[src/rtl/agc_pkg.sv]
package agc_pkg;
  typedef enum logic [1:0] {
    SEL_BLW = 2'd0,
    SEL_ABV = 2'd1,
    SEL_ZRO = 2'd2,
    SEL_SAT = 2'd3
  } step_sel_e;

  // direction of the adjustment for each selection
  function automatic logic sel_raises(input step_sel_e s);
    return (s == SEL_BLW) || (s == SEL_ZRO);
  endfunction
endpackage

[src/rtl/agc_persist_cnt.sv]
module agc_persist_cnt #(
  parameter int CNT_W = 4
) (
  input  logic             clk,
  input  logic             rst_n,
  input  logic             clr,
  input  logic             en,
  input  logic             up,
  output logic [CNT_W-1:0] cnt_q,
  output logic [CNT_W-1:0] cnt_nx
);
  localparam logic [CNT_W-1:0] CMAX = {CNT_W{1'b1}};

  always_comb begin
    cnt_nx = cnt_q;
    if (up) begin
      if (cnt_q != CMAX) cnt_nx = cnt_q + 1'b1;
    end else begin
      if (cnt_q != '0) cnt_nx = cnt_q - 1'b1;
    end
  end

  always_ff @(posedge clk or negedge rst_n) begin
    if (!rst_n)   cnt_q <= '0;
    else if (clr) cnt_q <= '0;
    else if (en)  cnt_q <= cnt_nx;
  end


  cnt_top_hold_chk: assert property (@(posedge clk) disable iff (!rst_n)
    (!clr && en && up && cnt_q == CMAX) |=> cnt_q == CMAX);


  cnt_floor_hold_chk: assert property (@(posedge clk) disable iff (!rst_n)
    (!clr && en && !up && cnt_q == '0) |=> cnt_q == '0);


  cnt_idle_chk: assert property (@(posedge clk) disable iff (!rst_n)
    (!clr && !en) |=> cnt_q == $past(cnt_q));
endmodule

[src/rtl/agc_step_sel.sv]
module agc_step_sel
  import agc_pkg::*;
#(
  parameter int CNT_W  = 4,
  parameter int STEP_W = 8
) (
  input  logic [CNT_W-1:0]  zero_cnt,
  input  logic [CNT_W-1:0]  sat_cnt,
  input  logic [CNT_W-1:0]  zero_lim,
  input  logic [CNT_W-1:0]  sat_lim,
  input  logic              below,
  input  logic [STEP_W-1:0] d_blw,
  input  logic [STEP_W-1:0] d_abv,
  input  logic [STEP_W-1:0] d_zro,
  input  logic [STEP_W-1:0] d_sat,
  output logic [STEP_W-1:0] step_d,
  output logic              raise
);
  step_sel_e sel;

  always_comb begin
    if (sat_cnt > sat_lim)        sel = SEL_SAT;
    else if (zero_cnt > zero_lim) sel = SEL_ZRO;
    else if (below)               sel = SEL_BLW;
    else                          sel = SEL_ABV;
  end

  always_comb begin
    unique case (sel)
      SEL_BLW: step_d = d_blw;
      SEL_ABV: step_d = d_abv;
      SEL_ZRO: step_d = d_zro;
      default: step_d = d_sat;
    endcase
    raise = sel_raises(sel);
  end
endmodule

[src/rtl/agc_adj_accum.sv]
module agc_adj_accum #(
  parameter int HALF_W  = 16,
  parameter int STEP_W  = 8,
  parameter int SHIFT_W = 4,
  localparam int GAIN_W = 2 * HALF_W,
  localparam int ADJ_W  = GAIN_W + 2
) (
  input  logic               clk,
  input  logic               rst_n,
  input  logic               sync,
  input  logic               take,
  input  logic               freeze,
  input  logic               raise,
  input  logic [STEP_W-1:0]  step_d,
  input  logic [SHIFT_W-1:0] shift,
  input  logic [HALF_W-1:0]  lim_up,
  input  logic [HALF_W-1:0]  lim_dn,
  input  logic [HALF_W-1:0]  g_hi,
  input  logic [HALF_W-1:0]  g_lo,
  output logic [GAIN_W-1:0]  gain
);
  logic signed [ADJ_W-1:0] adj_q, adj_nx, step_ext, up_full, dn_full;
  logic [GAIN_W-1:0]       g0_q;
  logic                    apply;

  always_comb begin
    step_ext = $signed({{(ADJ_W-STEP_W){1'b0}}, step_d} << shift);
    up_full  = $signed({2'b00, lim_up, {HALF_W{1'b0}}});
    dn_full  = -$signed({2'b00, lim_dn, {HALF_W{1'b0}}});
    apply    = take && !freeze;
    adj_nx   = adj_q;
    if (apply) begin
      if (raise) begin
        if (adj_q <= up_full) adj_nx = adj_q + step_ext;
      end else begin
        if (adj_q >= dn_full) adj_nx = adj_q - step_ext;
      end
    end
  end

  always_ff @(posedge clk or negedge rst_n) begin
    if (!rst_n) begin
      adj_q <= '0;
      g0_q  <= '0;
    end else if (sync) begin
      adj_q <= '0;
      g0_q  <= {g_hi, g_lo};
    end else begin
      adj_q <= adj_nx;
    end
  end

  assign gain = g0_q + adj_q[GAIN_W-1:0];


  upper_stop_chk: assert property (@(posedge clk) disable iff (!rst_n)
    (!sync && adj_q > $signed({2'b00, lim_up, {HALF_W{1'b0}}})) |=> adj_q <= $past(adj_q));


  lower_stop_chk: assert property (@(posedge clk) disable iff (!rst_n)
    (!sync && adj_q < -$signed({2'b00, lim_dn, {HALF_W{1'b0}}})) |=> adj_q >= $past(adj_q));


  freeze_hold_chk: assert property (@(posedge clk) disable iff (!rst_n)
    (!sync && freeze) |=> adj_q == $past(adj_q));


  idle_hold_chk: assert property (@(posedge clk) disable iff (!rst_n)
    (!sync && !take) |=> gain == $past(gain));
endmodule

[src/rtl/agc_gain_loop.sv]
module agc_gain_loop #(
  parameter int MAG_W   = 8,
  parameter int CNT_W   = 4,
  parameter int STEP_W  = 8,
  parameter int HALF_W  = 16,
  localparam int GAIN_W = 2 * HALF_W,
  localparam int SHIFT_W = $clog2(HALF_W)
) (
  input  logic               clk,
  input  logic               rst_n,
  input  logic               s_valid,
  output logic               s_ready,
  input  logic [MAG_W-1:0]   s_mag,
  input  logic               freeze,
  input  logic               sync,
  input  logic [HALF_W-1:0]  cfg_gain_hi,
  input  logic [HALF_W-1:0]  cfg_gain_lo,
  input  logic [MAG_W-1:0]   cfg_thresh,
  input  logic [MAG_W-1:0]   cfg_zero_mask,
  input  logic [CNT_W-1:0]   cfg_zero_lim,
  input  logic [MAG_W-1:0]   cfg_max_mag,
  input  logic [CNT_W-1:0]   cfg_sat_lim,
  input  logic [STEP_W-1:0]  cfg_step_blw,
  input  logic [STEP_W-1:0]  cfg_step_abv,
  input  logic [STEP_W-1:0]  cfg_step_zro,
  input  logic [STEP_W-1:0]  cfg_step_sat,
  input  logic [SHIFT_W-1:0] cfg_step_shift,
  input  logic [HALF_W-1:0]  cfg_lim_up,
  input  logic [HALF_W-1:0]  cfg_lim_dn,
  output logic [GAIN_W-1:0]  gain
);
  logic take, cnt_en, is_zero, is_over, below, raise;
  logic [CNT_W-1:0]  zc_q, zc_nx, sc_q, sc_nx;
  logic [STEP_W-1:0] step_d;

  assign s_ready = !sync;
  assign take    = s_valid && s_ready;
  assign cnt_en  = take && !freeze;
  assign is_zero = (s_mag & cfg_zero_mask) == '0;
  assign is_over = s_mag > cfg_max_mag;
  assign below   = s_mag < cfg_thresh;

  agc_persist_cnt #(.CNT_W(CNT_W)) u_zero_cnt (
    .clk(clk), .rst_n(rst_n), .clr(sync), .en(cnt_en), .up(is_zero),
    .cnt_q(zc_q), .cnt_nx(zc_nx)
  );

  agc_persist_cnt #(.CNT_W(CNT_W)) u_sat_cnt (
    .clk(clk), .rst_n(rst_n), .clr(sync), .en(cnt_en), .up(is_over),
    .cnt_q(sc_q), .cnt_nx(sc_nx)
  );

  agc_step_sel #(.CNT_W(CNT_W), .STEP_W(STEP_W)) u_sel (
    .zero_cnt(zc_nx), .sat_cnt(sc_nx),
    .zero_lim(cfg_zero_lim), .sat_lim(cfg_sat_lim), .below(below),
    .d_blw(cfg_step_blw), .d_abv(cfg_step_abv),
    .d_zro(cfg_step_zro), .d_sat(cfg_step_sat),
    .step_d(step_d), .raise(raise)
  );

  agc_adj_accum #(.HALF_W(HALF_W), .STEP_W(STEP_W), .SHIFT_W(SHIFT_W)) u_acc (
    .clk(clk), .rst_n(rst_n), .sync(sync), .take(take), .freeze(freeze),
    .raise(raise), .step_d(step_d), .shift(cfg_step_shift),
    .lim_up(cfg_lim_up), .lim_dn(cfg_lim_dn),
    .g_hi(cfg_gain_hi), .g_lo(cfg_gain_lo), .gain(gain)
  );


  sync_load_chk: assert property (@(posedge clk) disable iff (!rst_n)
    sync |=> gain == $past({cfg_gain_hi, cfg_gain_lo}));


  sync_clear_chk: assert property (@(posedge clk) disable iff (!rst_n)
    sync |=> (zc_q == '0 && sc_q == '0));


  static_gain_chk: assert property (@(posedge clk) disable iff (!rst_n)
    (sync && freeze && $past(sync) && $past(freeze) && $stable({cfg_gain_hi, cfg_gain_lo}))
      |=> $stable(gain));
endmodule

[config.mk]
export PLATFORM = sky130hd
export DESIGN_NAME = agc_gain_loop
export DESIGN_NICKNAME = d
export VERILOG_FILES = /design/src/rtl/agc_pkg.sv /design/src/rtl/agc_persist_cnt.sv /design/src/rtl/agc_step_sel.sv /design/src/rtl/agc_adj_accum.sv /design/src/rtl/agc_gain_loop.sv
export SDC_FILE = /design/constraint.sdc
export NUM_CORES = 1
export LEC_CHECK = 0
export BUFFER_PORTS_ARGS = -buffer_cell sky130_fd_sc_hd__buf_2
export CAP_MARGIN = 20
export CORE_MARGIN = 2
export CORE_UTILIZATION = 58
export CTS_CLUSTER_SIZE = 20
export DETAILED_ROUTE_END_ITERATION = 10
export GPL_TIMING_DRIVEN = 0
export MAX_ROUTING_LAYER = met4
export PLACE_DENSITY = 0.89
export SKIP_LAST_GASP = 1
export SYNTH_ARGS = -nofsm -noshare
export SYNTH_HDL_FRONTEND = slang
export SYNTH_HIERARCHICAL = 1
export SYNTH_SLANG_ARGS = --single-unit
[constraint.sdc]
create_clock -name clk -period 10.5 [get_ports clk]
set_clock_uncertainty 0.1 [all_clocks]
set_input_delay 0.525 -clock clk [delete_from_list [all_inputs] [get_ports clk]]
set_output_delay 0.525 -clock clk [all_outputs]
set_load 0.1 [all_outputs]
==> flow_summary.yaml, run 1 <==
sta:
  post-route-min-period_ns: 8.90
  setup-tns-final_ns: 0
  tightest_slew_ns: 0.848
  rsz0062_at_grt: "false"
  fmax_mhz: 112
  setup_violations: 0
  finalHoldViolations: 0
  post-route-period-util_pct: 84.8
  whs_ns: 0.299
  maxSlewHeadroom_pct: 42.5
  slew_violations: 0
synth:
  synth.avg_cell_area_um2: 7.95
  ys_async_sr_fraction_pct: 100
  synthFlopType: "dfrtp_1"
  synth_seq_area_share_pct: 19.0
  yosys_register_bits: 74
  syn_inst: 1229
  synth_area_mm2: 0.00977
  synth_edf_count: 0
  yosys_warnings: 6
  syn-num-nets: 1503
  synth_cell_types: 84
min_path:
  hold_class: "in2reg"
  hold_end: "u_acc/g0_q[1]"
  hp-start: "cfg_gain_lo[1]"
  worstHoldPathCells: 3
critical_path:
  path_delay_family: "compound AO/OA/AOI/OAI gates"
  cp_common_cell: "a21oi_1"
  rrSetupSlack_ns: 1.91
  critical_path_peak_fanout: 10
  crit-reg2reg-launch: "u_sat_cnt/cnt_q[0]"
  cp.required_ns: 10.62
  start_kind: "primary input"
  r2r-end: "u_acc/adj_q[33]"
  worstSetupPathType: "in2reg"
  crit_buf_inv: 7
  arrival_ns: 9.02
  critPathSlowestCell: "o31ai_1"
  cp-end-kind: "flop"
  max_stage_delay_ns: 0.68
  worst-r2r-cell-count: 36
route:
  dr.first_iter.drc_count: 851
  drc: 0
  wirelength_mm: 27.3
  wire_per_inst_um: 16.6
  dr.pass1.iters: 6
  vias: 10200
  antenna_left: 0
  vias_per_cell: 6.23
die:
  row_count: 47
  pin_count: 178
  start_util_pct: 59.1
  core_area_mm2: 0.0165
  die_y_um: 134
  die_area_mm2: 0.0179
  die_x_um: 134
clocking:
  cts_sinks: 74
  clockBufferDepth: 2
  cts-resized-gates: 0
  clk_latency_ns: 0.34
  cts_tree: "done"
  root_buffer: "clkbuf_16"
  cts_inserted_buffers: 9
  h-tree-depth: 3
  clk_pin_slew_worst_paths_ns: 0.06
final_layout:
  fin_nets: 1691
  drive_gt1_share_pct: 19.0
  diodes: 0
  fillers: 1353
  final_area_mm2: 0.0113
  area_delta_synth_final_pct: 15.2
power_and_ir_drop:
  p_per_area_mw_per_mm2: 143
  irDropWorstVdd_mv: 0.102
  cellLeakagePower_nw: 5.55
global_route:
  grt_pass1_vias: 10100
  grt_max_degree: 54
  grt_use_met2_pct: 54.2
  antenna_found_initial: 0
  grt_pass1_wl_mm: 45.4
  track_usage_pct: 31.2
  gr-max-usage-layer: "met2"
  use_met3_pct: 3.97
  grt_overflow: 0
  grtUsageMet1_pct: 36.3
outcome:
  status: "finished, final reports clean"
place:
  dp_hpwl_mm: 21.2
  place_area_mm2: 0.0110
  portBuffers: 174
  routabilityCongestion: 0.960
run:
  maxCapViolations: 0
## repair_timing
item,CTS,global route
endpoints found under the hold margin,12,0
hold buffers,1,0
setup buffers,0,0
## per-stage QoR
stage,setup slack (ns),std cells,utilization (%),total power [mW]
final,1.60,1642,68.1,1.61
after global routing,0.900,1642,68.1,1.71
after CTS,1.77,1642,68.1,1.60
after detailed placement,1.46,1625,66.3,1.30
after global placement,1.53,1623,66.1,1.27
after floorplan,2.58,1229,-,1.09
## sequential cells by signal (all words and copies together) (netlist names)
| register | cells |
|---|---|
| u_acc/adj_q | 34 |
| u_acc/g0_q | 32 |
| u_sat_cnt/cnt_q | 4 |
| u_zero_cnt/cnt_q | 4 |
## report_power, final
group	switching (mW)	internal [mW]	leakage [nW]	total, mW
clock	0.122	0.179	0.141	0.301
combinational	0.657	0.319	4.46	0.976
sequential	0.0275	0.308	0.955	0.336
## worst reg2reg max path: cells and delay by family, from the launching register on
kind                     cells  cell delay, ns
AO/OA/AOI/OAI               14            3.69
AND/OR/NAND/NOR             10            1.55
buffers and inverters        6            1.04
multiplexers                 3            0.88
adder cells (fa/ha/maj)      3            0.85
flip-flops                   1            0.38
## worst max-delay path by stage
stage	startpoint	end	cells past startpoint
2_1_floorplan	cfg_max_mag[1]	u_acc/adj_q[33]	38
3_3_place_gp	s_mag[1]	u_acc/adj_q[33]	38
3_5_place_dp	s_mag[1]	u_acc/adj_q[33]	39
4_1_cts	s_mag[1]	u_acc/adj_q[33]	39
5_1_grt	s_mag[7]	u_acc/adj_q[33]	39
6_report	s_mag[1]	u_acc/adj_q[33]	40
## cells in the mapped netlist, drive strengths merged (5+ instances only)
| cell | count | area [µm²] |
|---|---|---|
| a211oi | 15 | 118 |
| a21o | 28 | 218 |
| a21oi | 117 | 586 |
| a221oi | 12 | 130 |
| a311o | 6 | 60.1 |
| a311oi | 6 | 52.6 |
| a31oi | 14 | 87.6 |
| and2 | 8 | 55.1 |
| and3b | 8 | 70.1 |
| and4 | 5 | 46.3 |
| buf | 17 | 111 |
| clkbuf | 33 | 124 |
| dfrtp | 74 | 1850 |
| ha | 127 | 1590 |
| inv | 82 | 308 |
| mux2 | 38 | 432 |
| mux2i | 22 | 220 |
| nand2 | 80 | 300 |
| nand2b | 17 | 114 |
| nand3 | 28 | 140 |
| nand3b | 6 | 45.0 |
| nand4 | 18 | 113 |
| nor2 | 128 | 480 |
| nor2b | 31 | 201 |
| nor3 | 21 | 105 |
| nor3b | 6 | 50.1 |
| nor4 | 12 | 81.3 |
| nor4b | 5 | 43.8 |
| o211ai | 14 | 105 |
| o21a | 12 | 90.1 |
| o21ai | 61 | 305 |
| o21bai | 7 | 52.6 |
| o22a | 5 | 43.8 |
| o22ai | 6 | 37.5 |
| o31ai | 10 | 80.1 |
| or2 | 6 | 37.5 |
| or3 | 6 | 37.5 |
| xnor2 | 45 | 394 |
| xor2 | 35 | 307 |
## cell families after synthesis
logic type / count (synthesis) / share of synthesized area [%]
AND/OR/NAND/NOR: 401 / 21.1
AO/OA/AOI/OAI: 353 / 23.9
buffers and inverters: 132 / 5.56
adder cells (fa/ha/maj): 129 / 16.7
XOR/XNOR: 80 / 7.17
flip-flops: 74 / 19.0
multiplexers: 60 / 6.67
## layout make-up
cell class,instances,area [µm²],area share [%]
buffer,50,235,2.09
clock buffer,12,267,2.37
clock inverter,4,25.0,0.222
inverter,82,308,2.74
multi-input combinational,1023,7370,65.5
sequential,74,1850,16.5
tap,220,275,2.45
timing repair buffer,177,916,8.14
## placed cells by master (no fill, tap or decap), types with 14 or more instances in the layout
master	count
mux2i_1	22
mux2_2	34
nand4_1	18
nand2b_1	16
xnor2_1	45
nand3_1	28
a21o_1	27
nor2_1	128
xor2_1	35
ha_1	127
o21ai_0	58
nor2b_1	30
a21oi_1	117
buf_2	182
a31oi_1	14
dfrtp_1	74
o211ai_1	14
nor3_1	21
inv_1	80
nand2_1	80
clkbuf_1	33
a211oi_1	14
## per-layer routing
| metal | vias up | wire, µm |
|---|---|---|
| met4 | 0 | 1010 |
| met2 | 413 | 13500 |
| met1 | 4840 | 11100 |
| met3 | 92 | 1560 |
| met5 | - | 0 |
| li1 | 4890 | - |
Power figures use the tool's default switching activity.
==> run 2, diff against run 1 <==
--- a/config.mk
+++ b/config.mk
@@ -5,10 +5,11 @@
 export SDC_FILE = /design/constraint.sdc
 export NUM_CORES = 1
 export LEC_CHECK = 0
+export ABC_AREA = 1
 export BUFFER_PORTS_ARGS = -buffer_cell sky130_fd_sc_hd__buf_2
 export CAP_MARGIN = 20
 export CORE_MARGIN = 2
-export CORE_UTILIZATION = 58
+export CORE_UTILIZATION = 59
 export CTS_CLUSTER_SIZE = 20
 export DETAILED_ROUTE_END_ITERATION = 10
 export GPL_TIMING_DRIVEN = 0
==> constraint.sdc (replaced) <==
create_clock -name clk -period 8.3 [get_ports clk]
set_clock_uncertainty 0.1 [all_clocks]
set_input_delay 0.415 -clock clk [delete_from_list [all_inputs] [get_ports clk]]
set_output_delay 0.415 -clock clk [all_outputs]
set_load 0.1 [all_outputs]
==> run 2 against run 1 <==
Clock power grew 36%. Via count grew 13%. Total power grew to 2.8 times the previous value. Clock-buffer cell count shrank 3. Critical path depth grew 1. Cell area grew 3.9%. First-iteration DRC count grew 0.12%. Combinational power grew to 3.6 times the previous value. Die area grew 2.4%. Synthesized cell count grew 30%. Non-clock buffer count shrank 20. Global-route usage grew 3.5 points. Critical endpoint is now u_acc/adj_q[22]. Largest cell class unchanged.
==> flow_summary.yaml, run 2 <==
critical_path:
  critPathSlowestCell: "o21ai_0"
  start_kind: "primary input"
  crit-reg2reg-launch: "u_zero_cnt/cnt_q[1]"
  max_stage_delay_ns: 0.48
  rrSetupSlack_ns: 2.31
  path_delay_family: "simple AND/OR/NAND/NOR gates"
  cp-end-kind: "flop"
  cp.required_ns: 8.47
  cp_common_cell: "nand2_1"
  crit_buf_inv: 5
  arrival_ns: 6.60
  worst-r2r-cell-count: 29
  critical_path_peak_fanout: 10
  r2r-end: "u_acc/adj_q[22]"
  worstSetupPathType: "in2reg"
place:
  routabilityCongestion: 0.974
  portBuffers: 176
  dp_hpwl_mm: 24.6
final_layout:
  top_register: "u_acc/adj_q"
  largest_register_ffs: 34
  drive_gt1_share_pct: 16.0
  final_core_util_pct: 68.6
  area_delta_synth_final_pct: 14.9
  top_regs: "u_acc/adj_q x34, u_acc/g0_q x32"
  mostFrequentLayoutCells: "nand2_1, buf_2, inv_1"
  final_common_cell: "nand2_1"
  fin_nets: 2058
outcome:
  status: "finished, final reports clean"
clocking:
  clk_latency_ns: 0.35
  h-tree-depth: 3
  cts_tree: "done"
  clockBufferDepth: 2
  cts-resized-gates: 0
  clk_pin_slew_worst_paths_ns: 0.07
  cts_inserted_buffers: 9
  root_buffer: "clkbuf_16"
  cts_sinks: 74
sta:
  setup_violations: 0
  tightest_slew_ns: 0.758
  post-route-period-util_pct: 77.4
  fmax_mhz: 156
  whs_ns: 0.160
  finalHoldViolations: 0
  setup-tns-final_ns: 0
  post-route-min-period_ns: 6.43
  slew_violations: 0
  rsz0062_at_grt: "false"
  maxSlewHeadroom_pct: 49.4
global_route:
  track_usage_pct: 34.7
  antenna_found_initial: 1
  grt_max_degree: 64
  grt_pass1_wl_mm: 50.2
  grt_overflow: 0
  grt_pass1_vias: 10900
synth:
  synth.largest_area_cell: "dfrtp_1"
  synth.avg_cell_area_um2: 6.38
  synth_edf_count: 0
  syn-num-nets: 1869
  syn_inst: 1595
  synthTopCellsByArea: "dfrtp_1, nand2_1, ha_1, inv_1, nand3_1"
  ys_top_cells_by_count: "nand2_1, inv_1, ha_1"
  synth.most_common_cell: "nand2_1"
  synthFlopType: "dfrtp_1"
  yosys_register_bits: 74
  yosys.area.top_type_share_pct: 18.2
  synth_cell_types: 56
  synth_seq_area_share_pct: 18.2
  ys_async_sr_fraction_pct: 100
  yosys_warnings: 6
  synth_area_mm2: 0.0102
route:
  dr.first_iter.drc_count: 852
  vias: 11500
  dr.pass1.iters: 6
  wire_per_inst_um: 15.1
  drc: 0
  vias_per_cell: 5.72
  wirelength_mm: 30.5
  antenna_left: 0
min_path:
  hold_end: "u_acc/g0_q[8]"
  hold_class: "in2reg"
  worstHoldPathCells: 3
  hp-start: "cfg_gain_lo[8]"
die:
  start_util_pct: 59.7
  die_y_um: 135
  die_area_mm2: 0.0183
  pin_count: 178
  core_area_mm2: 0.0171
  die_x_um: 135
  row_count: 48
run:
  maxCapViolations: 0
power_and_ir_drop:
  p_per_area_mw_per_mm2: 384
  irDropWorstVdd_mv: 0.317
  cellLeakagePower_nw: 6.54
[run 2: what timing repair did]
item	CTS	global route
endpoints found under the setup margin	0	0
endpoints found under the hold margin	11	0
setup buffers	0	0
hold buffers	1	0
[run 2: kinds of logic after synthesis]
group	count (synthesis)	synth area share, %
xor+xnor	77	6.62
buf+inv	214	8.65
flops	74	18.2
simple gates	857	37.2
compound gates	244	13.3
fa+ha+maj	129	16.0
[run 2: worst max-delay path by stage]
stage | startpoint | to | depth (start not counted)
after detailed placement | s_mag[7] | u_acc/adj_q[30] | 40
after global placement | s_mag[3] | u_acc/adj_q[30] | 35
after global routing | s_mag[7] | u_acc/adj_q[26] | 40
after floorplan | cfg_max_mag[7] | u_acc/adj_q[33] | 43
final | s_mag[7] | u_acc/adj_q[22] | 41
after CTS | s_mag[7] | u_acc/adj_q[22] | 41
[run 2: final cells by class]
type / count / area [µm²]
Timing Repair Buffer: 178 / 921
Buffer: 29 / 170
Clock buffer: 9 / 225
Sequential cell: 74 / 1850
Fill cell: 1504 / 5360
Inverter: 185 / 711
Tap cell: 225 / 282
Clock inverter: 7 / 82.6
Antenna cell: 1 / 2.50
Multi-Input combinational cell: 1307 / 7450
[run 2: tightest hold or removal path, delay by kind of cell]
kind	cells	cell delay, ns
AND/OR/NAND/NOR	2	0.09
buffers and inverters	1	0.07
[run 2: layer usage]
| layer | wire (µm) | vias up | GRT usage, % |
|---|---|---|---|
| li1 | - | 5674 | - |
| met1 | 12500 | 5230 | 41.9 |
| met2 | 14500 | 513 | 58.7 |
| met3 | 2410 | 106 | 4.60 |
| met4 | 1120 | 0 | 14.1 |
| met5 | 0 | - | - |
[run 2: power by group]
| group | leakage (nW) | switching, mW | internal (mW) |
|---|---|---|---|
| Combinational | 5.43 | 2.46 | 1.08 |
| Sequential | 0.963 | 0.117 | 0.423 |
| Clock | 0.145 | 0.172 | 0.238 |
[run 2: metrics by stage]
step / cells / area, µm² / setup WS [ns] / power (mW)
after floorplan: 1595 / 10200 / 2.87 / 3.27
after global placement: 1996 / 11300 / 1.82 / 3.91
after detailed placement: 1997 / 11400 / 1.68 / 4.00
after CTS: 2014 / 11700 / 1.96 / 4.43
after global routing: 2015 / 11700 / 1.29 / 4.87
final: 2015 / 11700 / 1.87 / 4.49
==> run 3, diff against run 2 <==
==> constraint.sdc (replaced) <==
create_clock -name clk -period 6.65 [get_ports clk]
set_clock_uncertainty 0.1 [all_clocks]
set_input_delay 0.3325 -clock clk [delete_from_list [all_inputs] [get_ports clk]]
set_output_delay 0.3325 -clock clk [all_outputs]
set_load 0.1 [all_outputs]
==> run 3 against run 2 <==
Cell count unchanged. First-iteration DRC count is 0.23% higher. Setup slack worse by 1.4 ns. Total power increased by 25%. Die area is the same. Critical path type unchanged. Largest cell class unchanged.
==> flow_summary.yaml, run 3 (synthesis results as in run 2) <==
power_and_ir_drop:
  total_power_mw: 5.60
  irDropWorstVdd_mv: 0.396
  p_per_area_mw_per_mm2: 479
  cellLeakagePower_nw: 6.54
route:
  dr_wl_met2_mm: 14.5
  maxUsedRoutingLayer: "met4"
  dr.pass1.iters: 6
  vias_per_cell: 5.72
  dr.first_iter.drc_count: 854
  wl_met3_mm: 2.38
  wl_met1_mm: 12.5
  antenna_left: 0
  vias: 11500
  wire_per_inst_um: 15.1
  wirelength_mm: 30.5
  drc: 0
die:
  row_count: 48
  core_area_mm2: 0.0171
  die_area_mm2: 0.0183
  pin_count: 178
  die_x_um: 135
  die_y_um: 135
  start_util_pct: 59.7
clocking:
  cts_sinks: 74
  post_cts_buffers: 0
  root_buffer: "clkbuf_16"
  clk_latency_ns: 0.35
  h-tree-depth: 3
  cts_inserted_buffers: 9
  clk_pin_slew_worst_paths_ns: 0.07
  cts_tree: "done"
  clockBufferDepth: 2
place:
  dp_hpwl_mm: 24.6
  post-place-cells: 1997
  routabilityCongestion: 0.974
  portBuffers: 176
critical_path:
  crit-reg2reg-launch: "u_zero_cnt/cnt_q[1]"
  cp-end-kind: "flop"
  critical_path_peak_fanout: 10
  cp.required_ns: 6.82
  max_stage_delay_ns: 0.48
  startpoint: "s_mag[7]"
  cp_common_cell: "nand2_1"
  worstSetupPathType: "in2reg"
  arrival_ns: 6.39
  critPathSlowestCell: "o21ai_0"
  start_kind: "primary input"
sta:
  maxSlewHeadroom_pct: 49.6
  finalHoldViolations: 0
  fmax_mhz: 161
  slew_violations: 0
  post-route-min-period_ns: 6.21
  rsz0062_at_grt: "false"
  post-route-period-util_pct: 93.5
  setup-tns-final_ns: 0
  tightest_slew_ns: 0.757
  setup_violations: 0
final_layout:
  mostFrequentLayoutCells: "nand2_1, buf_2, inv_1"
  fin_nets: 2058
  drive_gt1_share_pct: 16.1
  instances_no_fill: 2015
  final_common_cell: "nand2_1"
  largest_register_ffs: 34
  regArea_mm2: 0.00185
  area_delta_synth_final_pct: 14.9
  top_regs: "u_acc/adj_q x34, u_acc/g0_q x32"
  final_core_util_pct: 68.6
  fillers: 1502
  multiInputGateArea_mm2: 0.00745
  top_register: "u_acc/adj_q"
global_route:
  grt_max_degree: 64
  grt_overflow: 0
  grt_pass1_vias: 10900
  grt_pass1_wl_mm: 50.2
  track_usage_pct: 34.7
  antenna_found_initial: 1
min_path:
  hold_class: "in2reg"
  hp-start: "cfg_gain_lo[8]"
outcome:
  status: "finished, final reports clean"
run:
  maxCapViolations: 0
## run 3: cell counts in the layout (fill, tap and decap cells not counted)
No cell type changed its count.
## run 3: what timing repair did
action                                  CTS  global route
endpoints found under the setup margin    0            10
hold endpoints to repair                 11             0
hold buffers                              1             0
gates resized for setup                   0             2
## run 3: final timing paths
path,endpoint,slack (ns),cells past startpoint
min in group asynchronous,u_acc/g0_q[30],0.29,2
worst min register to register,u_acc/g0_q[26],0.38,2
worst max register to register,u_acc/adj_q[22],0.65,29
worst min-delay path,u_acc/g0_q[8],0.08,3
worst max-delay path,u_acc/adj_q[22],0.44,41
max in group asynchronous,u_acc/g0_q[9],5.59,3
## run 3: worst max-delay path, delay by kind of cell
kind | cells | cell delay [ns]
AO/OA/AOI/OAI | 5 | 1.05
XOR/XNOR | 2 | 0.30
adder cells (fa/ha/maj) | 4 | 1.21
buffers and inverters | 5 | 0.60
AND/OR/NAND/NOR | 25 | 2.91
## run 3: area by class of cell
| cell class | instances | share of cell area, % |
|---|---|---|
| Clock inverter | 7 | 0.706 |
| Buffer | 29 | 1.45 |
| Multi-Input combinational cell | 1307 | 63.7 |
| Tap cell | 225 | 2.41 |
| Antenna cell | 1 | 0.0214 |
| Timing Repair Buffer | 178 | 7.87 |
| Inverter | 185 | 6.08 |
| Sequential cell | 74 | 15.8 |
| Clock buffer | 9 | 1.93 |
## run 3: power breakdown
group	leakage, nW	switching, mW	internal (mW)
sequential	0.963	0.145	0.528
clock	0.145	0.215	0.297
combinational	5.43	3.07	1.35
## run 3: per-layer routing
layer	global-route usage [%]	vias up
met5	-	-
met4	14.1	0
met3	4.60	104
met2	58.7	512
met1	41.9	5239
li1	-	5667
## run 3: stage by stage
stage | cell area, µm² | hold WS (ns) | setup slack (ns)
detailed placement | 11400 | 0.103 | 0.111
floorplan | 10200 | -0.0631 | 1.30
global route | 11700 | 0.0950 | 0.0323
CTS | 11700 | 0.0738 | 0.390
global placement | 11300 | 0.357 | 0.249
finish | 11700 | 0.0780 | 0.435
